<file path="src/rtl/fpmm_pkg.sv">
package fpmm_pkg;
  typedef enum logic [2:0] {
    CLS_ZERO = 3'd0,
    CLS_SUB  = 3'd1,
    CLS_NORM = 3'd2,
    CLS_INF  = 3'd3,
    CLS_QNAN = 3'd4,
    CLS_SNAN = 3'd5
  } fp_class_e;
endpackage

</file>
<file path="src/rtl/fpmm_classify.sv">
module fpmm_classify
  import fpmm_pkg::*;
#(
  parameter int EXP_W  = 8,
  parameter int FRAC_W = 23
) (
  input  logic [EXP_W+FRAC_W:0]   operand,
  output fp_class_e               cls,
  output logic                    sign,
  output logic [EXP_W+FRAC_W-1:0] mag
);
  localparam int W = 1 + EXP_W + FRAC_W;

  logic [EXP_W-1:0]  expo;
  logic [FRAC_W-1:0] frac;

  assign sign = operand[W-1];
  assign mag  = operand[W-2:0];
  assign expo = operand[W-2:FRAC_W];
  assign frac = operand[FRAC_W-1:0];

  always_comb begin
    if (&expo) begin
      if (frac == '0)          cls = CLS_INF;
      else if (frac[FRAC_W-1]) cls = CLS_QNAN;
      else                     cls = CLS_SNAN;
    end else if (expo == '0) begin
      cls = (frac == '0) ? CLS_ZERO : CLS_SUB;
    end else begin
      cls = CLS_NORM;
    end
  end
endmodule

</file>
<file path="src/rtl/fpmm_pick.sv">
module fpmm_pick
  import fpmm_pkg::*;
#(
  parameter int EXP_W  = 8,
  parameter int FRAC_W = 23
) (
  input  logic                    op_min,
  input  logic [EXP_W+FRAC_W:0]   a,
  input  logic [EXP_W+FRAC_W:0]   b,
  input  fp_class_e               cls_a,
  input  fp_class_e               cls_b,
  input  logic                    sign_a,
  input  logic                    sign_b,
  input  logic [EXP_W+FRAC_W-1:0] mag_a,
  input  logic [EXP_W+FRAC_W-1:0] mag_b,
  output logic [EXP_W+FRAC_W:0]   res,
  output logic                    flag_snan,
  output logic                    flag_inf
);
  localparam int W = 1 + EXP_W + FRAC_W;
  localparam logic [W-1:0] QBIT = {{(W-FRAC_W){1'b0}}, 1'b1, {(FRAC_W-1){1'b0}}};
  localparam logic [W-1:0] DFLT_NAN = {1'b0, {EXP_W{1'b1}}, 1'b1, {(FRAC_W-1){1'b0}}};

  logic a_gt;
  logic take_a;

  // exponent sits above fraction, so one unsigned compare orders magnitudes
  assign a_gt   = mag_a > mag_b;
  // same sign: max keeps the larger value, min the smaller
  assign take_a = a_gt ^ sign_a ^ op_min;

  always_comb begin
    res       = b;
    flag_snan = 1'b0;
    flag_inf  = 1'b0;
    if (cls_a == CLS_SNAN) begin
      res       = a | QBIT;
      flag_snan = 1'b1;
    end else if (cls_b == CLS_SNAN) begin
      res       = b | QBIT;
      flag_snan = 1'b1;
    end else if (cls_a == CLS_QNAN) begin
      res = a;
    end else if (cls_b == CLS_QNAN) begin
      res = b;
    end else if (cls_a == CLS_INF) begin
      if (cls_b == CLS_INF && sign_a == sign_b) begin
        res      = DFLT_NAN;
        flag_inf = 1'b1;
      end else begin
        res = (sign_a ^ op_min) ? b : a;
      end
    end else if (cls_b == CLS_INF) begin
      res = (sign_b ^ op_min) ? a : b;
    end else if (sign_a != sign_b) begin
      res = (sign_a ^ op_min) ? b : a;
    end else begin
      res = take_a ? a : b;
    end
  end
endmodule

</file>
<file path="src/rtl/fpmm_unit.sv">
module fpmm_unit
  import fpmm_pkg::*;
#(
  parameter bit USE_BINARY64 = 1'b0
) (
  input  logic                                 clk,
  input  logic                                 rst,
  input  logic                                 in_valid,
  input  logic                                 op_sel,
  input  logic [(USE_BINARY64 ? 64 : 32)-1:0]  a,
  input  logic [(USE_BINARY64 ? 64 : 32)-1:0]  b,
  output logic                                 out_valid,
  output logic [(USE_BINARY64 ? 64 : 32)-1:0]  result,
  output logic                                 invalid_snan,
  output logic                                 invalid_inf
);
  localparam int EXP_W  = USE_BINARY64 ? 11 : 8;
  localparam int FRAC_W = USE_BINARY64 ? 52 : 23;
  localparam int W      = 1 + EXP_W + FRAC_W;

  logic [W-1:0]   opnd [2];
  fp_class_e      cls  [2];
  logic           sgn  [2];
  logic [W-2:0]   mag  [2];

  assign opnd[0] = a;
  assign opnd[1] = b;

  for (genvar i = 0; i < 2; i++) begin : g_cls
    fpmm_classify #(.EXP_W(EXP_W), .FRAC_W(FRAC_W)) u_cls (
      .operand (opnd[i]),
      .cls     (cls[i]),
      .sign    (sgn[i]),
      .mag     (mag[i])
    );
  end

  logic [W-1:0] pick_res;
  logic         pick_snan;
  logic         pick_inf;

  fpmm_pick #(.EXP_W(EXP_W), .FRAC_W(FRAC_W)) u_pick (
    .op_min    (op_sel),
    .a         (a),
    .b         (b),
    .cls_a     (cls[0]),
    .cls_b     (cls[1]),
    .sign_a    (sgn[0]),
    .sign_b    (sgn[1]),
    .mag_a     (mag[0]),
    .mag_b     (mag[1]),
    .res       (pick_res),
    .flag_snan (pick_snan),
    .flag_inf  (pick_inf)
  );

  always_ff @(posedge clk) begin
    if (rst) begin
      out_valid    <= 1'b0;
      result       <= '0;
      invalid_snan <= 1'b0;
      invalid_inf  <= 1'b0;
    end else begin
      out_valid    <= in_valid;
      invalid_snan <= in_valid & pick_snan;
      invalid_inf  <= in_valid & pick_inf;
      if (in_valid) result <= pick_res;
    end
  end
endmodule

</file>
<file path="config.mk">
export PLATFORM = sky130hd
export DESIGN_NAME = fpmm_unit
export DESIGN_NICKNAME = d
export VERILOG_FILES = /design/src/rtl/fpmm_pkg.sv /design/src/rtl/fpmm_classify.sv /design/src/rtl/fpmm_pick.sv /design/src/rtl/fpmm_unit.sv
export SDC_FILE = /design/constraint.sdc
export NUM_CORES = 1
export LEC_CHECK = 0
export ABC_CLOCK_PERIOD_IN_PS = 4500
export BUFFER_PORTS_ARGS = -buffer_cell sky130_fd_sc_hd__buf_2
export CAP_MARGIN = 20
export CELL_PAD_IN_SITES_DETAIL_PLACEMENT = 1
export CELL_PAD_IN_SITES_GLOBAL_PLACEMENT = 2
export CORE_AREA = 2 2 89 176
export DETAILED_ROUTE_END_ITERATION = 6
export DIE_AREA = 0 0 91 178
export GPL_TIMING_DRIVEN = 0
export PLACE_DENSITY = 0.85
export SLEW_MARGIN = 25
export SYNTH_ARGS = -nofsm -noshare
export SYNTH_HDL_FRONTEND = slang
export SYNTH_HIERARCHICAL = 1
export SYNTH_SLANG_ARGS = --single-unit
</file>
<file path="constraint.sdc">
create_clock -name clk -period 4.5 [get_ports clk]
set_input_delay 1.35 -clock clk [delete_from_list [all_inputs] [get_ports clk]]
set_output_delay 1.35 -clock clk [all_outputs]
set_load 0.005 [all_outputs]
</file>
Yosys cells after proc, flatten, opt, wreduce, memory -nomap -nowiden
Cells that the tools add are included.

cells by class
  equal/unequal tests = 8
  add/sub/neg operators = 0
  magnitude comparators = 1
  div/mod/pow operators = 0
  multipliers = 0
  muxes and demuxes = 29
  reduce and logical (&&, ||, !) cells = 7
  shift-type cells = 0
  bitwise operators = 6

operators by type and width
  cell                                                 count
  two-way mux 32 bit                                   11
  logical NOT 23 bit                                   2
  greater-than comparator 31 bit                       1
  two-way mux 3 bit                                    6
  logical NOT 8 bit                                    2
  AND reduction 8 bit                                  2
  equality test 3 bit, second input constant           4
  two-way mux 1 bit                                    12
  equality test 3 x 2 -> 1 bit, second input constant  2
  XOR 1 bit                                            4
  AND 1 bit                                            2
  equality test 1 bit                                  1
  logical AND 1 bit                                    1
  != test 1 bit                                        1

word-level totals
  bits in read-only memories = 0
  input port bits = 68
  bits in registers = 35
  bits in writable memories = 0
  bits in latches = 0
  word-level logic and storage cells = 55
  memories = 0

Longest topological paths before layout
Gate-level depths: netlist (run 1).

  depth after elaboration = 13
  gate-level depth with buffers = 15

By module
The synthesis (run 1) kept the hierarchy.

modules (own cells, without submodules)
  module         area each (um^2)  instances  seq. area each (um^2)  cells each
  fpmm_pick      2707.6            1          0.0                    412
  fpmm_unit      1252.5            1          700.7                  110
  fpmm_classify  349.1             2          0.0                    49

Worst setup path after synthesis (run 1)
No wires, ideal clock.

  path type = in2reg
  start = in b[1] (netlist bit)
  end = reg result[11] (netlist bit)
  library setup time = 0.117 ns
  data required time = 4.383 ns
  slack = 0.674 ns
  arrival = 3.709 ns
  stages on the path = 13
  path through = nor4_1 nand4_1 o21ba_2 a21oi_2 nand3b_1 o211ai_1 o21ai_0 clkbuf_1 a22o_1 a222oi_1 nand2_1 mux2i_1 nor2_1

RTL lines
  what                  line             text
  start, declared       fpmm_unit.sv:11  input logic [(USE_BINARY64 ? 64 : 32)-1:0] b,
  end signal, assigned  fpmm_unit.sv:67  if (in_valid) result <= pick_res;
  end, declared         fpmm_unit.sv:13  output logic [(USE_BINARY64 ? 64 : 32)-1:0] result,

Final worst setup path (run 1)
  start = in b[13] (netlist bit)
  end = reg result[28] (netlist bit)

between the ends
  longest elaborated chain between the ends = 12
  elaborated cells between the ends (all ways) = 21
  classes of those cells = order compare: 1; eq/ne: 3; mux: 13; bitwise: 2; reduce/logical: 2

RTL lines
  what                                                                     line             text
  branches (longest 10 deep; another with greater-than comparator 31 bit)  n/a
  two-way mux 32 bit (*)                                                   fpmm_pick.sv:39  end else if (cls_b == CLS_SNAN) begin
  two-way mux 32 bit (*)                                                   fpmm_pick.sv:36  if (cls_a == CLS_SNAN) begin
  named net pick_res[28]                                                   fpmm_unit.sv:38  logic [W-1:0] pick_res;

Mark *: on every way through the listed nets, which the timed path passes.
A chain may end at the register's enable or synchronous reset.

==> results of run 1 <==
-- metal layers --
| metal | vias up | track usage, % |
|---|---|---|
| met1 | 2522 | 21.59 |
| met3 | 44 | 3.042 |
| met4 | 0 | 12.12 |
| met2 | 167 | 43.36 |
| met5 | - | 0 |
| li1 | 2459 | - |
-- through the flow --
step | hold slack, ns | setup TNS [ns] | total power, mW
5_1_grt | 0.5245 | 0 | 1.391
6_report | 0.4870 | 0 | 1.308
3_3_place_gp | 0.4754 | -12.87 | 0.8688
4_1_cts | 0.4950 | 0 | 1.321
3_5_place_dp | 0.4833 | -15.29 | 0.8894
2_1_floorplan | 0.4850 | 0 | 0.6891
-- placed cells by master (no fill, tap or decap), drive strengths merged, types with 11 or more instances in the layout --
cell type / n
dfxtp: 35
o221ai: 30
a21oi: 31
a22o: 22
ha: 31
nand4: 11
inv: 43
nand2: 47
nor4: 15
nor2: 97
mux2i: 32
clkbuf: 20
a222oi: 22
o21ai: 24
buf: 185
-- layout make-up --
| type | instances | area [sq um] | area share, % |
|---|---|---|---|
| well taps | 195 | 244.0 | 4.298 |
| plain buffers | 95 | 694.4 | 12.23 |
| inverters | 43 | 161.4 | 2.843 |
| clock buffers | 6 | 138.9 | 2.447 |
| flip-flops and latches | 35 | 700.7 | 12.34 |
| clock inverters | 2 | 35.03 | 0.6171 |
| multi-input cells | 445 | 3172 | 55.87 |
| repair buffers | 104 | 530.5 | 9.345 |
-- final timing paths --
kind | start | depth (start not counted) | slack, ns | endpoint
max | b[13] | 14 | 0.17 | result[28]
min | result[29] | 2 | 0.49 | result[29]
max reg2reg | result[31] | 2 | 3.87 | result[31]
min reg2reg | result[29] | 2 | 0.49 | result[29]
-- sequential cells by signal, indices dropped and copies added (netlist names) --
| signal | count |
|---|---|
| invalid_snan | 1 |
| result | 32 |
| invalid_inf | 1 |
| out_valid | 1 |
-- worst reg2reg max path, delay by kind of cell, from the launching register on --
kind / cells / cell delay (ns)
DFF: 1 / 0.32
and+or+nand+nor: 1 / 0.05
muxes: 1 / 0.13
-- what timing repair did --
action	CTS	global route
pin swaps	1	5
gates cloned	0	0
buffers inserted	1	3
endpoints found under the setup margin	31	31
gates resized for setup	7	21
-- power groups by stage --
stage          clock network [mW]  registers (mW)  logic [mW]
2_1_floorplan                   0           0.367       0.322
3_3_place_gp                    0           0.364       0.505
3_5_place_dp                    0           0.365       0.524
4_1_cts                     0.435           0.359       0.528
5_1_grt                     0.446           0.362       0.583
6_report                    0.418           0.359       0.532
-- logic make-up (layout without fill, tap and decap cells) --
group	after synthesis	in the layout
and+or+nand+nor	205	205
AOI/OAI and AO/OA	171	171
buffers and inverters	140	250
DFF	35	35
muxes	32	32
adders and majority gates	31	31
xor gates and xnor gates	6	6
==> results.md, run 1 <==
* Post-DP Area at ~5400 sq um
* Die Ht at 178 um
* CP Data Required Time at 4.73 ns
* Placeable core region at 14,820 sq um
* Vias in the first global route at 5,419
* Pwr Density at 230.5 nW/um^2
* Largest family of logic cells by synthesized area: compound AO/OA/AOI/OAI gates
* Synth warn at 6
* Reg clk slew, reported paths at 0.06 ns
* Routed Wire Length at around 18,000 um
* Outcome: finished with violations
* Max incr delay on CP at roughly 0.65 ns
* Design Area, Final at 5677 sq um
* Post-synthesis register bit count at 35
* Layout area overhead at 21.86%
* Top_reg_cell synth: dfxtp_1
* Fin util at about two fifths
* Fraction of registers with async set/reset at 0%
* Final Max Tran Viols at 0
* Syn Inst Count at 620
* FILL cells at 1,916
* CTS tree: yes
* Final non-filler cell total at 925
* Root Driver: clkbuf_16
* Die area at between 15,000 and 20,000 sq um
* Final hold violation count at 0
* Gate power share at between 40% and 50%
* Congestion Overflow GR at 0
* Metal3 WL at 759 um
* Lkg Pwr at 2.702 nW
* Synth Area in XOR/XNOR at roughly 1.1%
* H-tree levels at 2
* Seq pwr share at 27.4%
* # diodes at 0
* Adder-Cell Fraction of Synth Area at under 10%
* Post-place setup slack at -0.6614 ns
* Worst Path Buf+Inv at 3
* Cts bufs inserted at 5
* Final count of negative-setup-slack endpoints at 0
* Initial drt markers at 279
* Synth Cell Area at ~4700 sq um
* Critical Path Source Type: input pin
* Mux cell area share after synthesis at 6.876%
* Crit path max-delay family: simple AND/OR/NAND/NOR gates
* Critical Path AT at ~4.6 ns
* Peak Freq at 230.7 MHz
* Row count at 63
* Unique masters post-synth at 58
* Hold buffers post-CTS at 0
* Critical path's slowest cell: nor2_1
* Share of cells above drive strength 1 at 31.64%
* Clk network pwr share at 32.0%
* Clk sink count at 35
* Vias per inst at 5.613
* Post-DR wirelength/cell at 19.82 um
* Final nets at 828
* Commonest cells in the synthesized netlist: 97 x nor2_1, 64 x buf_4, 47 x nand2_1
* Mean post-synth cell area at 7.513 sq um
* DR vias at 5,192
* Detailed Routing Iterations Pass 1 at 7
* Placed insts at 915
* Peak supply drop at 0.2161 mV
* Worst slew margin relative to its limit at 38.49%
* Residual DRC at 1
* Starting Density at a little under a third
* Compound-cell area share of the yosys netlist at 29.98%
* Most common cell in the netlist: nor2_1
* Estimated wirelength of the detail-placed design at ~15,000 um
* P_int at 851.0 uW
* Crit end category: flop
* GRT Total Usage at between 20 and 25%
* Tcrit/Tclk final at 96.31%
* Failing checks: DRC
* Seq/Total Area, Yosys at 15.04%
* RSZ-0062 raised after global routing: no
* Worst-case clock buffer depth at 2
* Worst-margin pin slew at 0.9164 ns
* CP Cell Sequence: buf_2 -> buf_4 -> inv_1 -> ha_1 -> and3_1 -> and3_1 -> o31ai_1 -> a311oi_2 -> nor3_1 -> nor2_1 -> o32ai_1 -> a21oi_1 -> mux2i_1 -> nor2_1
* Port buffer count at 100
* WL met2 at 10,120 um
* Max_cap viols at 0
* Worst-Skew Late Latency at roughly 0.29 ns
* Post-route ant nets at 0
* Post-synth top area share at 15.04%
* Post-route worst setup slack at 0.1661 ns
* Type of the worst setup path: in2reg
* Critical path peak fanout at 9
* M1 WL at 6525 um
* GPL Wtd Cong at 0.9339
* EDFF count, synth at 0
* Worst hold path type: reg2reg
* Synth area leader: dfxtp_1
* Io pins at 103
* Min Tclk post-route at 4.334 ns
* Initial antenna violation count at 0
* Switching power at 457.3 uW
* Die Wd at roughly 91 um
* First-pass GRT wire length at 28,040 um
* Ranking of synthesized cells by area: dfxtp_1 15%, buf_4 10%, ha_1 8.3%
* Synth Net Count at 719
* Sw frac at 34.95%
* Top sig layer: met4
* Worst clock skew at 0 ns
* Synth Area in Simple Gates at 20.25%
* Largest net degree at the start of global routing at 12
No activity file was read; power rests on OpenSTA's default activity.
==> inputs of run 2 (changes only) <==
- REMOVE_ABC_BUFFERS: not set -> 1
==> run 2 against run 1 <==
The flow now finishes without violations; setup slack got worse by 0.098 ns; critical endpoint is now result[22]; register-to-register slack barely moved; sequential share of layout area rose by 1.6 points; highest routed layer unchanged; critical path type unchanged; maximum frequency fell by 2.2%.
==> results.md, run 2 (synthesized netlist as in run 1, its figures left out) <==
* Most flop-heavy register: result (unchanged)
* Final hold violation count at 0 (unchanged)
* DR vias at 4,899 (was 5,192)
* Worst slew margin relative to its limit at 35.01% (was 38.49%)
* Post-route ant nets at 0 (unchanged)
* Clk sink count at 35 (unchanged)
* Hold_sp: result[2] (was result[29])
* First-pass GRT wire length at 26,230 um (was 28,040 um)
* Die area at 16,200 sq um (unchanged)
* Estimated wirelength of the detail-placed design at 13,150 um (was 14,750 um)
* Design Area, Final at 5016 sq um (was 5677 sq um)
* Max_cap viols at 0 (unchanged)
* Outcome: completed (was finished with violations)
* Cts bufs inserted at 5 (unchanged)
* Row count at 63 (unchanged)
* Worst-margin pin slew at 0.9726 ns (was 0.9164 ns)
* Worst hold slack at 0.4911 ns (was 0.4870 ns)
* Final Power at 1.192 mW (was 1.308 mW)
* Root Driver: clkbuf_16 (unchanged)
* Worst clock skew at 0 ns (unchanged)
* Placeable core region at 14,820 sq um (unchanged)
* Min Tclk post-route at 4.432 ns (was 4.334 ns)
* Post-place setup slack at -0.8370 ns (was -0.6614 ns)
* Max reg flops at 32 (unchanged)
* P_int at 757.9 uW (was 851.0 uW)
* Seq pwr share at 30.0% (was 27.4%)
* Detailed Routing Iterations Pass 1 at 7 (unchanged)
* CP startpoint: a[1] (was b[13])
* Final nets at 739 (was 828)
* Starting Density at 31.43% (unchanged)
* FILL cells at 1,909 (was 1,916)
* Sw frac at 36.43% (was 34.95%)
* Initial drt markers at 264 (was 279)
* Post-DR wirelength/cell at 20.46 um (was 19.82 um)
* Peak Freq at 225.7 MHz (was 230.7 MHz)
* H-tree levels at 2 (unchanged)
* Worst-Skew Late Latency at 0.28 ns (was 0.29 ns)
* Gate power share at 38.0% (was 40.6%)
* Worst-case clock buffer depth at 2 (unchanged)
* Congestion Overflow GR at 0 (unchanged)
* Seq. cell area at 700.7 sq um (unchanged)
* Critical path peak fanout at 11 (was 9)
* Lkg Pwr at 2.294 nW (was 2.702 nW)
* Final count of negative-setup-slack endpoints at 0 (unchanged)
* Multi-input gate area at 3158 sq um (was 3172 sq um)
* Largest net degree at the start of global routing at 34 (was 12)
* Io pins at 103 (unchanged)
* Port buffer count at 102 (was 100)
* Initial antenna violation count at 0 (unchanged)
* CTS tree: yes (unchanged)
* GRT Total Usage at 20.48% (was 22.02%)
* Critical Path AT at 4.58 ns (was 4.56 ns)
* Type of the worst setup path: in2reg (unchanged)
* Switching power at 434.3 uW (was 457.3 uW)
* Die Wd at 91 um (unchanged)
* Vias per inst at 5.860 (was 5.613)
* Routed Wire Length at 17,110 um (was 18,340 um)
* Vias in the first global route at 5,226 (was 5,419)
* Pwr Density at 237.7 nW/um^2 (was 230.5 nW/um^2)
* GPL Wtd Cong at 0.8873 (was 0.9339)
* Most common cell after layout, fill and taps aside: buf_2 (unchanged)
* Most frequent cells in the layout: 101 x buf_2, 95 x nor2_1, 46 x nand2_1 (was 108 x buf_2, 97 x nor2_1, 68 x buf_4)
* RSZ-0062 raised after global routing: yes (was no)
* Peak supply drop at 0.1146 mV (was 0.2161 mV)
* Crit end category: flop (unchanged)
* # diodes at 0 (unchanged)
* Tcrit/Tclk final at 98.48% (was 96.31%)
* Final Max Tran Viols at 0 (unchanged)
* Worst hold path type: reg2reg (unchanged)
* Die Ht at 178 um (unchanged)
* Layout area overhead at 7.682% (was 21.86%)
* Post-DP Area at 4803 sq um (was 5403 sq um)
* Residual DRC at 0 (was 1)
* Reg-to-reg startpoint: result[11] (was result[31])
* Post-route worst setup slack at 0.06837 ns (was 0.1661 ns)
* Share of cells above drive strength 1 at 24.34% (was 31.64%)
* CP Data Required Time at 4.65 ns (was 4.73 ns)
* Critical Path Source Type: input pin (unchanged)
* Clk network pwr share at 32.0% (about the same)
* Hold buffers post-CTS at 0 (unchanged)
* Reg clk slew, reported paths at 0.06 ns (about the same)
## run 2: cell types whose count changed in the layout (fill, tap and decap cells not counted), moves of 3 or more
cell / delta
buf_12: -3
buf_2: -7
buf_4: -65
clkbuf_1: -12
## run 2: layer usage
| layer | global-route usage (%) | up-vias | routed length (um) |
|---|---|---|---|
| met5 | 0 | - | 0 |
| met4 | 12.69 | 0 | 846 |
| met3 | 2.070 | 54 | 636 |
| met2 | 41.57 | 172 | 9708 |
| met1 | 18.92 | 2392 | 5915 |
| li1 | - | 2281 | - |
## run 2: layout make-up
| class | count | share of cell area, % |
|---|---|---|
| flip-flops and latches | 35 | 13.97 |
| inverters | 43 | 3.218 |
| repair buffers | 110 | 11.87 |
| clock buffers | 8 | 3.118 |
| multi-input cells | 445 | 62.96 |
| well taps | 195 | 4.864 |
## run 2: power groups by stage
stage	sequential [mW]	combinational, mW	clock (mW)
floorplan	0.367	0.248	0
global placement	0.364	0.431	0
detailed placement	0.365	0.452	0
CTS	0.358	0.454	0.391
global route	0.362	0.498	0.403
finish	0.358	0.453	0.381
## run 2: path summary, 6_finish.rpt
kind / end / slack, ns / depth (start not counted)
max: result[22] / 0.07 / 14
min: result[2] / 0.49 / 2
max reg2reg: result[11] / 3.86 / 2
min reg2reg: result[2] / 0.49 / 2
## run 2: repair_timing
action / 4_1_cts / 5_1_grt
gates cloned: 0 / 0
gates resized for setup: 3 / 4
endpoints found under the setup margin: 32 / 32
setup buffers: 2 / 0
## run 2: through the flow
stage	instances	setup TNS, ns	utilization, %
2_1_floorplan	523	-1.480	-
3_3_place_gp	820	-45.31	31.83
3_5_place_dp	826	-22.09	32.41
4_1_cts	836	0	33.65
5_1_grt	836	-0.3390	33.85
6_report	836	0	33.85
## run 2: worst max-delay path, cell delays in order
cell,delay (ns)
buf_2,0.14
nor4_2,0.36
nand4_1,0.21
o211ai_1,0.22
o21ai_0,0.27
and3b_1,0.31
nor2_1,0.69
nand2_1,0.11
a21o_1,0.21
a21o_1,0.20
nor4_1,0.23
a211oi_1,0.08
mux2i_1,0.14
nor2_1,0.05
